$ cat src/rtl/clkdiv_pkg.sv
`timescale 1ns/1ps
package clkdiv_pkg;

    typedef enum logic [1:0] {
        DV_OFF      = 2'd0,
        DV_OFF_PEND = 2'd1,
        DV_RUN      = 2'd2,
        DV_RUN_PEND = 2'd3
    } dv_state_t;

    localparam logic [1:0] ADDR_CTRL  = 2'd0;
    localparam logic [1:0] ADDR_FIELD = 2'd1;
    localparam logic [1:0] ADDR_RATIO = 2'd2;

    // status: busy mirrored into two adjacent bits starting here
    localparam int BUSY_LSB = 3;

endpackage

$ cat src/rtl/clkdiv_decoder.sv
`timescale 1ns/1ps
module clkdiv_decoder #(
    parameter int FIELD_W      = 6,
    parameter bit USE_PRESCALE = 1'b1,
    parameter int PRESCALE_MUL = 64,
    parameter int CNT_W        = 11
) (
    input  logic [FIELD_W-1:0] field_i,
    output logic [CNT_W-1:0]   ratio_o
);
    localparam logic [CNT_W-1:0] FULL_RATIO = CNT_W'(2 ** FIELD_W);

    logic [CNT_W-1:0] raw;

    generate
        if (USE_PRESCALE) begin : g_pre
            logic [FIELD_W-2:0] low;
            always_comb begin
                low = field_i[FIELD_W-2:0];
                if (field_i[FIELD_W-1])
                    raw = CNT_W'(low) * CNT_W'(PRESCALE_MUL);
                else
                    raw = CNT_W'(field_i);
            end
        end else begin : g_plain
            always_comb raw = CNT_W'(field_i);
        end
    endgenerate

    always_comb ratio_o = (raw == '0) ? FULL_RATIO : raw;

endmodule

$ cat src/rtl/clkdiv_encoder.sv
`timescale 1ns/1ps
module clkdiv_encoder #(
    parameter int DATA_W       = 16,
    parameter int FIELD_W      = 6,
    parameter bit USE_PRESCALE = 1'b1,
    parameter int PRESCALE_MUL = 64
) (
    input  logic [DATA_W-1:0]  ratio_i,
    output logic [FIELD_W-1:0] code_o,
    output logic               bad_o
);
    localparam logic [DATA_W-1:0] FULL_RATIO = DATA_W'(2 ** FIELD_W);
    localparam logic [DATA_W-1:0] FIELD_MASK = DATA_W'(2 ** FIELD_W - 1);
    localparam logic [DATA_W-1:0] PLAIN_MAX  = DATA_W'(2 ** (FIELD_W - 1) - 1);
    localparam logic [DATA_W-1:0] PRE_FLAG   = DATA_W'(2 ** (FIELD_W - 1));
    localparam logic [DATA_W-1:0] PRE_DIV    = DATA_W'(PRESCALE_MUL);

    logic [DATA_W-1:0] code_w;

    always_comb begin
        if (ratio_i == FULL_RATIO)
            code_w = '0;
        else if (USE_PRESCALE && (ratio_i > PLAIN_MAX))
            code_w = PRE_FLAG + (ratio_i / PRE_DIV);
        else
            code_w = ratio_i;
        bad_o  = (code_w > FIELD_MASK);
        code_o = code_w[FIELD_W-1:0];
    end

endmodule

$ cat src/rtl/clkdiv_engine.sv
`timescale 1ns/1ps
module clkdiv_engine
    import clkdiv_pkg::*;
#(
    parameter int FIELD_W      = 6,
    parameter bit USE_PRESCALE = 1'b1,
    parameter int PRESCALE_MUL = 64,
    parameter int CNT_W        = 11
) (
    input  logic               clk,
    input  logic               rst_n,
    input  logic               en_i,
    input  logic               upd_i,
    input  logic [FIELD_W-1:0] upd_field_i,
    output logic               strobe_o,
    output logic               busy_o
);
    dv_state_t          st_q, st_d;
    logic [CNT_W-1:0]   cnt_q, cnt_d, ratio;
    logic [FIELD_W-1:0] act_q, act_d, pend_q, pend_d;
    logic               running, tick;

    clkdiv_decoder #(
        .FIELD_W     (FIELD_W),
        .USE_PRESCALE(USE_PRESCALE),
        .PRESCALE_MUL(PRESCALE_MUL),
        .CNT_W       (CNT_W)
    ) u_dec (
        .field_i(act_q),
        .ratio_o(ratio)
    );

    always_comb begin
        running = (st_q == DV_RUN) || (st_q == DV_RUN_PEND);
        tick    = running && (cnt_q == (ratio - CNT_W'(1)));
    end

    // next-state and datapath
    always_comb begin
        st_d   = st_q;
        act_d  = act_q;
        pend_d = pend_q;
        cnt_d  = '0;
        unique case (st_q)
            DV_OFF: begin
                if (upd_i) begin
                    pend_d = upd_field_i;
                    st_d   = DV_OFF_PEND;          // park
                end else if (en_i) begin
                    st_d   = DV_RUN;               // enable
                end
            end
            DV_OFF_PEND: begin
                act_d = pend_q;                    // settle
                st_d  = en_i ? DV_RUN : DV_OFF;
            end
            DV_RUN: begin
                if (!en_i) begin
                    if (upd_i) begin
                        pend_d = upd_field_i;
                        st_d   = DV_OFF_PEND;      // park
                    end else begin
                        st_d   = DV_OFF;           // gate
                    end
                end else begin
                    cnt_d = tick ? '0 : cnt_q + CNT_W'(1);
                    if (upd_i) begin
                        pend_d = upd_field_i;
                        st_d   = DV_RUN_PEND;      // queue
                    end
                end
            end
            DV_RUN_PEND: begin
                if (!en_i) begin
                    act_d = pend_q;
                    st_d  = DV_OFF;                // abandon
                end else if (tick) begin
                    act_d = pend_q;
                    st_d  = DV_RUN;                // swap
                end else begin
                    cnt_d = cnt_q + CNT_W'(1);
                end
            end
            default: st_d = DV_OFF;
        endcase
    end

    // state register
    always_ff @(posedge clk or negedge rst_n) begin
        if (!rst_n) begin
            st_q   <= DV_OFF;
            cnt_q  <= '0;
            act_q  <= '0;
            pend_q <= '0;
        end else begin
            st_q   <= st_d;
            cnt_q  <= cnt_d;
            act_q  <= act_d;
            pend_q <= pend_d;
        end
    end

    // outputs
    always_comb begin
        strobe_o = tick;
        unique case (st_q)
            DV_OFF_PEND, DV_RUN_PEND: busy_o = 1'b1;
            default:                  busy_o = 1'b0;
        endcase
    end

    // a pending code survives every non-wrap running cycle
    a_r7_pend_holds: assert property (@(posedge clk) disable iff (!rst_n)
        (st_q == DV_RUN_PEND && en_i && !tick) |=> busy_o);

    // after a wrap the counter restarts from zero
    a_r5_wrap_restart: assert property (@(posedge clk) disable iff (!rst_n)
        (strobe_o && en_i) |=> (cnt_q == '0));

endmodule

$ cat src/rtl/clkdiv_channel.sv
`timescale 1ns/1ps
module clkdiv_channel
    import clkdiv_pkg::*;
#(
    parameter int DATA_W       = 16,
    parameter int FIELD_W      = 6,
    parameter bit USE_PRESCALE = 1'b1,
    parameter int PRESCALE_MUL = 64
) (
    input  logic              clk,
    input  logic              rst_n,
    input  logic              wr_en,
    input  logic [1:0]        wr_addr,
    input  logic [DATA_W-1:0] wr_data,
    input  logic [1:0]        rd_addr,
    output logic [DATA_W-1:0] rd_data,
    output logic              clk_strobe,
    output logic              busy,
    output logic              req_reject
);
    localparam int PRE_MAX   = PRESCALE_MUL * (2 ** (FIELD_W - 1) - 1);
    localparam int FULL      = 2 ** FIELD_W;
    localparam int MAX_RATIO = (USE_PRESCALE && PRE_MAX > FULL) ? PRE_MAX : FULL;
    localparam int CNT_W     = $clog2(MAX_RATIO + 1);

    logic               en_q, rej_q;
    logic [FIELD_W-1:0] field_q, enc_code, upd_field;
    logic               enc_bad, take_raw, take_req, upd;

    clkdiv_encoder #(
        .DATA_W      (DATA_W),
        .FIELD_W     (FIELD_W),
        .USE_PRESCALE(USE_PRESCALE),
        .PRESCALE_MUL(PRESCALE_MUL)
    ) u_enc (
        .ratio_i(wr_data),
        .code_o (enc_code),
        .bad_o  (enc_bad)
    );

    always_comb begin
        take_raw  = wr_en && (wr_addr == ADDR_FIELD) && !busy;
        take_req  = wr_en && (wr_addr == ADDR_RATIO) && !busy && !enc_bad;
        upd       = take_raw || take_req;
        upd_field = take_raw ? wr_data[FIELD_W-1:0] : enc_code;
    end

    always_ff @(posedge clk or negedge rst_n) begin
        if (!rst_n) begin
            en_q    <= 1'b0;
            field_q <= '0;
            rej_q   <= 1'b0;
        end else begin
            if (wr_en && (wr_addr == ADDR_CTRL))
                en_q <= wr_data[0];
            if (upd)
                field_q <= upd_field;
            rej_q <= wr_en && (wr_addr == ADDR_RATIO) && enc_bad;
        end
    end

    clkdiv_engine #(
        .FIELD_W     (FIELD_W),
        .USE_PRESCALE(USE_PRESCALE),
        .PRESCALE_MUL(PRESCALE_MUL),
        .CNT_W       (CNT_W)
    ) u_eng (
        .clk        (clk),
        .rst_n      (rst_n),
        .en_i       (en_q),
        .upd_i      (upd),
        .upd_field_i(upd_field),
        .strobe_o   (clk_strobe),
        .busy_o     (busy)
    );

    always_comb begin
        unique case (rd_addr)
            ADDR_CTRL:  rd_data = DATA_W'(en_q);
            ADDR_FIELD: rd_data = DATA_W'(field_q);
            ADDR_RATIO: rd_data = DATA_W'({busy, busy}) << BUSY_LSB;
            default:    rd_data = '0;
        endcase
    end

    assign req_reject = rej_q;

    // strobe is quiet once the gate has been low for a full cycle
    a_r6_gate_quiet: assert property (@(posedge clk) disable iff (!rst_n)
        (!en_q && $past(!en_q)) |-> !clk_strobe);

    // divisor writes while busy leave the field alone
    a_r8_busy_hold: assert property (@(posedge clk) disable iff (!rst_n)
        (busy && wr_en && (wr_addr == ADDR_FIELD || wr_addr == ADDR_RATIO))
        |=> $stable(field_q));

    // an unencodable request flags and keeps the field
    a_r11_reject_keep: assert property (@(posedge clk) disable iff (!rst_n)
        (wr_en && wr_addr == ADDR_RATIO && enc_bad) |=> (req_reject && $stable(field_q)));

    // an accepted update always shows busy next cycle
    a_r7_busy_after_take: assert property (@(posedge clk) disable iff (!rst_n)
        upd |=> busy);

endmodule

$ cat config.mk
export PLATFORM = sky130hd
export DESIGN_NAME = clkdiv_channel
export DESIGN_NICKNAME = d
export VERILOG_FILES = /design/src/rtl/clkdiv_pkg.sv /design/src/rtl/clkdiv_decoder.sv /design/src/rtl/clkdiv_encoder.sv /design/src/rtl/clkdiv_engine.sv /design/src/rtl/clkdiv_channel.sv
export SDC_FILE = /design/constraint.sdc
export NUM_CORES = 1
export LEC_CHECK = 0
export BUFFER_PORTS_ARGS = -buffer_cell sky130_fd_sc_hd__buf_2
export CORE_AREA = 4 4 77 79
export DETAILED_ROUTE_END_ITERATION = 6
export DIE_AREA = 0 0 81 83
export PLACE_DENSITY = 0.76
export SYNTH_ARGS = -nofsm -noshare
export SYNTH_HDL_FRONTEND = slang
export SYNTH_SLANG_ARGS = --single-unit
$ cat constraint.sdc
create_clock -name clk -period 6.2 [get_ports clk]
set_clock_uncertainty 0.2 [all_clocks]
set_input_delay 0.93 -clock clk [delete_from_list [all_inputs] [get_ports clk]]
set_output_delay 0.93 -clock clk [all_outputs]
set_load 0.05 [all_outputs]
==> qor.yml, run 1 <==
final_cell_mix: "33 x dfrtp_1, 31 x buf_2, 11 x inv_1, 11 x xnor2_1, 11 x nor3_1"
io_buffers: 31
period_share: 0.743
h-tree-depth: 2
grt_most_used_layer: "met2"
fin_tns_setup_ps: 0
cts-resized-gates: 0
required_ps: 5070
arrival_ps: 3480
ir_drop_v: 0.000192
rr_startpoint: "u_eng.act_q[5]"
synth_cells: 247
grt_pass1_vias: 1829
numCtsBuffers: 5
cts_setup_buffers: 0
io-pin-count: 42
insertion_delay_ps: 280
met1_usage: 0.214
yosysWarnings: 0
gr-total-overflow: 0
max_cap_violations: 0
tritoncts: "yes"
root_buffer: "clkbuf_8"
final-hold-violation-count: 0
drive_gt1_frac: 0.166
finalMaxSlewViolations: 0
dp_hpwl_um: 3870
num_antenna_cells: 0
dr.pass1.iters: 4
die-area_um2: 6720
yosys_register_bits: 33
vias_per_cell: 5.60
critPathLaunchType: "register"
tightest_slew_ps: 720
clk_path_buf_depth: 2
ctsHoldBuffers: 0
grt_use_met3: 0.0260
place.gp.congestion: 0.934
power.leakage_uw: 0.00112
core_um2: 5340
fillers: 528
drc_errors: 0
setup_slack_ps: 1590
synth_area_um2: 2310
worstPathMaxFanout: 21
final_nets: 298
die_y_um: 83
synth-async-reset-ratio: 1.00
cp-end-kind: "primary output"
gr-usage-met2: 0.247
antenna_found_initial: 0
grt_max_degree: 34
syn_avg_cell_area_um2: 9.35
wl_um: 5100
grt_pass1_wl_um: 8460
ant_nets: 0
die_w_um: 81
wl_per_cell_um: 14.9
min_period_ps: 4610
pre_cts_ws_ps: 1940
worstHoldStart: "u_eng.pend_q[2]"
status: "completed"
worstSetupStartpoint: "u_eng.act_q[5]"
row_count: 27
min_path_type: "reg2reg"
critPathKind: "reg2out"
yosysSeqAreaShare: 0.358
synth-edff-count: 0
rsz0062_at_grt: "false"
synth_ff_type: "dfrtp_1"
syn_to_final_growth_pct: 9.91
fmax_mhz: 217
cts.sinks: 33
slew_headroom: 0.517
mostFrequentLayoutCell: "dfrtp_1"
drtIter0Drc: 130
path_clk_slew_ps: 60
num_vias: 1921
grt_usage: 0.158
initial_core_util: 0.433
yosysUniqueCellTypes: 59
setup_viol: 0
power.density_nw_per_um2: 347
-- critical path, cell delays in order, from the launching register on --
cell,delay [ps]
dfrtp_1,710
inv_1,190
nand2_1,130
ha_1,320
or3b_4,430
and3_1,200
or4_1,430
a221oi_1,340
and3_1,190
buf_2,260
-- metrics by stage --
stage	util	hold WS [ps]	area (µm²)	total power, µW	std cells
floorplan	-	241	2340	655	256
global placement	0.459	252	2450	711	336
detailed placement	0.459	274	2450	719	336
CTS	0.476	293	2540	883	343
global route	0.476	304	2540	937	343
finish	0.476	285	2540	880	343
-- state kept, by name (all words and copies together), names as in the netlist --
| register | count |
|---|---|
| u_eng.pend_q | 6 |
| field_q | 6 |
| u_eng.act_q | 6 |
| u_eng.cnt_q | 11 |
| en_q | 1 |
| u_eng.st_q | 2 |
| req_reject | 1 |
-- cell type report --
| cell class | count | area (µm²) | area share |
|---|---|---|---|
| Tap cell | 72 | 90.1 | 0.0355 |
| Timing Repair Buffer | 32 | 163 | 0.0641 |
| Inverter | 12 | 45.0 | 0.0177 |
| Multi-Input combinational cell | 187 | 1330 | 0.523 |
| Clock buffer | 7 | 86.3 | 0.0340 |
| Sequential cell | 33 | 826 | 0.325 |
-- cells in the mapped netlist, drive strengths merged, types with 6 or more instances --
library cell,n,area share
dfrtp,33,0.36
buf,15,0.047
nor3,13,0.033
inv,11,0.018
xnor2,11,0.042
nand2b,10,0.027
o2bb2ai,10,0.038
clkbuf,9,0.015
nand2,9,0.015
mux2i,8,0.035
nor2,8,0.013
a21oi,7,0.015
and3,7,0.019
xor2,7,0.027
and2,6,0.016
nor2b,6,0.016
o21ai,6,0.013
o32ai,6,0.023
-- kinds of logic after synthesis --
logic type | after synthesis | synth area share
AOI/OAI and AO/OA | 62 | 0.209
xor gates and xnor gates | 18 | 0.0683
adders and majority gates | 4 | 0.0217
buffers and inverters | 36 | 0.0818
DFF | 33 | 0.358
muxes | 9 | 0.0395
other | 1 | 0.00162
and+or+nand+nor | 84 | 0.221
-- layer usage --
metal,vias to the layer above,wire length (µm)
li1,948,-
met1,900,2340
met2,66,2380
met3,7,292
met4,0,91
met5,-,0
-- report_power, final --
part	total, µW	internal, µW	leakage (µW)	switching, µW
logic	400	174	0.000641	227
registers	321	251	0.000431	70.7
clock network	159	87.9	0.0000443	70.6
-- final timing paths --
kind	endpoint	slack, ps	cells after the start
setup / recovery	clk_strobe	1590	9
setup reg to reg	u_eng.cnt_q[5]	2310	9
hold reg to reg	u_eng.pend_q[2]	290	1
min in group asynchronous	u_eng.cnt_q[6]	500	1
hold / removal	u_eng.pend_q[2]	290	1
max in group asynchronous	u_eng.st_q[1]	4830	1
(Power assumes the default switching activity.)
==> run 2, diff against run 1 <==
- ABC_AREA: unset -> 1
- CORE_AREA: 4 4 77 79 -> 4 4 80 82
- DIE_AREA: 0 0 81 83 -> 0 0 84 86
- clock period: 6.2 -> 4.4 ns (I/O delays scaled with it)
==> run 2 against run 1 <==
  * Non-clock buffer count decreased by 1
  * Design area increased by 9.4%
  * Clock-buffer cell count decreased by 2
  * Final cell count increased by 27%
  * Synthesized cell count increased by 33%
  * Global-route usage decreased by 1.1 points
  * Clock power increased by 80%
  * Total power increased by 52%
  * Utilization increased by 0.76 points
  * Sequential cell count unchanged
  * Largest power group unchanged
==> qor.yml, run 2 <==
wl_met2_um: 2350
wl_um: 4950
initial_core_util: 0.435
die_y_um: 86
cts-resized-gates: 0
power.leakage_uw: 0.00140
required_ps: 3540
tightest_slew_ps: 759
dr.pass1.iters: 4
io-pin-count: 42
yosysSeqAreaShare: 0.330
yosysWarnings: 0
h-tree-depth: 2
drtIter0Drc: 123
synth-edff-count: 0
max_cap_violations: 0
die-area_um2: 7220
holdWs_ps: 217
wl_met3_um: 272
vias_per_cell: 4.73
ant_nets: 0
syn_avg_cell_area_um2: 7.63
yosysUniqueCellTypes: 41
synth_top_area_frac: 0.330
final-seq-area_um2: 826
critPathLaunchType: "register"
final-hold-violation-count: 0
largest_reg_flops: 11
drive_gt1_frac: 0.244
row_count: 28
grt_max_degree: 34
wirelength_met1_um: 2270
fmax_mhz: 296
wl_per_cell_um: 11.4
synth_area_um2: 2500
final_nets: 386
setup_viol: 0
root_buffer: "clkbuf_8"
syn_to_final_growth_pct: 11.0
numCtsBuffers: 5
path_clk_slew_ps: 80
gr-total-overflow: 0
num_vias: 2057
insertion_delay_ps: 290
finalMaxSlewViolations: 0
place.gp.congestion: 0.872
cts_setup_buffers: 0
critPathKind: "reg2out"
synth_cells: 328
yosys_register_bits: 33
min_path_type: "in2async"
dp_hpwl_um: 4010
synth_most_common_cell: "nand2_1"
antenna_found_initial: 0
core_um2: 5750
synth-async-reset-ratio: 1.00
io_buffers: 31
synth_ff_type: "dfrtp_1"
period_share: 0.768
finalPower_uw: 1340
grt_usage: 0.147
drc_errors: 0
grt_pass1_vias: 1973
multi_input_area_um2: 1410
power.density_nw_per_um2: 481
synth_area_leaders: "dfrtp_1 33%, nand2_1 13%, inv_1 5.9%, nand3_1 5.0%, nor2_4 5.0%"
mostFrequentLayoutCell: "nand2_1"
cp-end-kind: "primary output"
min_period_ps: 3380
cts.sinks: 33
rsz0062_at_grt: "false"
ctsHoldBuffers: 0
clk_path_buf_depth: 2
status: "completed"
grt_pass1_wl_um: 8720
arrival_ps: 2520
reg2reg_slack_ps: 1600
tritoncts: "yes"
final_cell_mix: "86 x nand2_1, 39 x inv_1, 33 x dfrtp_1, 31 x buf_2, 25 x nand3_1"
worstSetupStartpoint: "u_eng.act_q[5]"
regMostFlops: "u_eng.cnt_q"
fillers: 583
synth_top_cell_by_area: "dfrtp_1"
slew_headroom: 0.490
rr_startpoint: "u_eng.act_q[5]"
fin_tns_setup_ps: 0
num_antenna_cells: 0
worstPathMaxFanout: 8
top_layer_used: "met4"
ir_drop_v: 0.000230
die_w_um: 84
synth_top_cells_by_count: "86 x nand2_1, 39 x inv_1, 33 x dfrtp_1"
## run 2: changes by cell type after synthesis, sizes merged, moves of 7 or more
cell / previous run / this run
nand3: 5 / 30
nand2b: 10 / 0
nor2: 8 / 33
and3: 7 / 0
mux2i: 8 / 0
inv: 11 / 45
o2bb2ai: 10 / 0
nand2: 9 / 104
nand4: 0 / 8
## run 2: final timing paths
path,depth (start not counted),endpoint
max reg2reg,18,u_eng.act_q[4]
min,1,u_eng.cnt_q[6]
min in group clk,2,u_eng.pend_q[1]
max,14,clk_strobe
min reg2reg,2,u_eng.pend_q[1]
max in group asynchronous,1,en_q
## run 2: worst max-delay path, stage by stage (launching register included)
cell	delay (ps)
dfrtp_1	510
inv_6	90
nand2_2	150
ha_1	210
nand2_1	70
nor2_2	140
nand2_4	100
nand2_2	90
nand2_1	60
nand2_1	70
nand2_1	60
nand2_2	70
nand4_1	70
nor4_1	240
buf_2	310
## run 2: metal layers
| metal | GRT usage | up-vias |
|---|---|---|
| met5 | 0 | - |
| met4 | 0.0453 | 0 |
| li1 | - | 1088 |
| met3 | 0.0317 | 5 |
| met1 | 0.180 | 914 |
| met2 | 0.258 | 50 |
## run 2: metrics by stage
step	util	setup WS [ps]	area, µm²	std cells
after floorplan	-	515	2530	337
after global placement	0.463	1390	2660	427
after detailed placement	0.463	1320	2660	427
after CTS	0.483	1000	2780	435
after global routing	0.483	709	2780	435
final	0.483	1020	2780	435
## run 2: layout make-up
type / instances / area share
clock buffer: 5 / 0.0248
clock inverter: 3 / 0.0167
inverter: 46 / 0.0649
multi-input combinational: 242 / 0.507
sequential: 33 / 0.297
tap: 75 / 0.0338
timing repair buffer: 31 / 0.0559
## run 2: cell families after synthesis
logic type / after synthesis / share of synthesized area
DFF: 33 / 0.330
xor gates and xnor gates: 12 / 0.0420
AOI/OAI and AO/OA: 25 / 0.0655
other: 1 / 0.00150
adders and majority gates: 4 / 0.0200
buffers and inverters: 62 / 0.121
and+or+nand+nor: 191 / 0.420
## run 2: report_power, final
part	total (µW)	switching (µW)	leakage, µW	internal [µW]
Clock	286	116	0.0000543	169
Sequential	397	49.2	0.000429	348
Combinational	654	427	0.000915	227
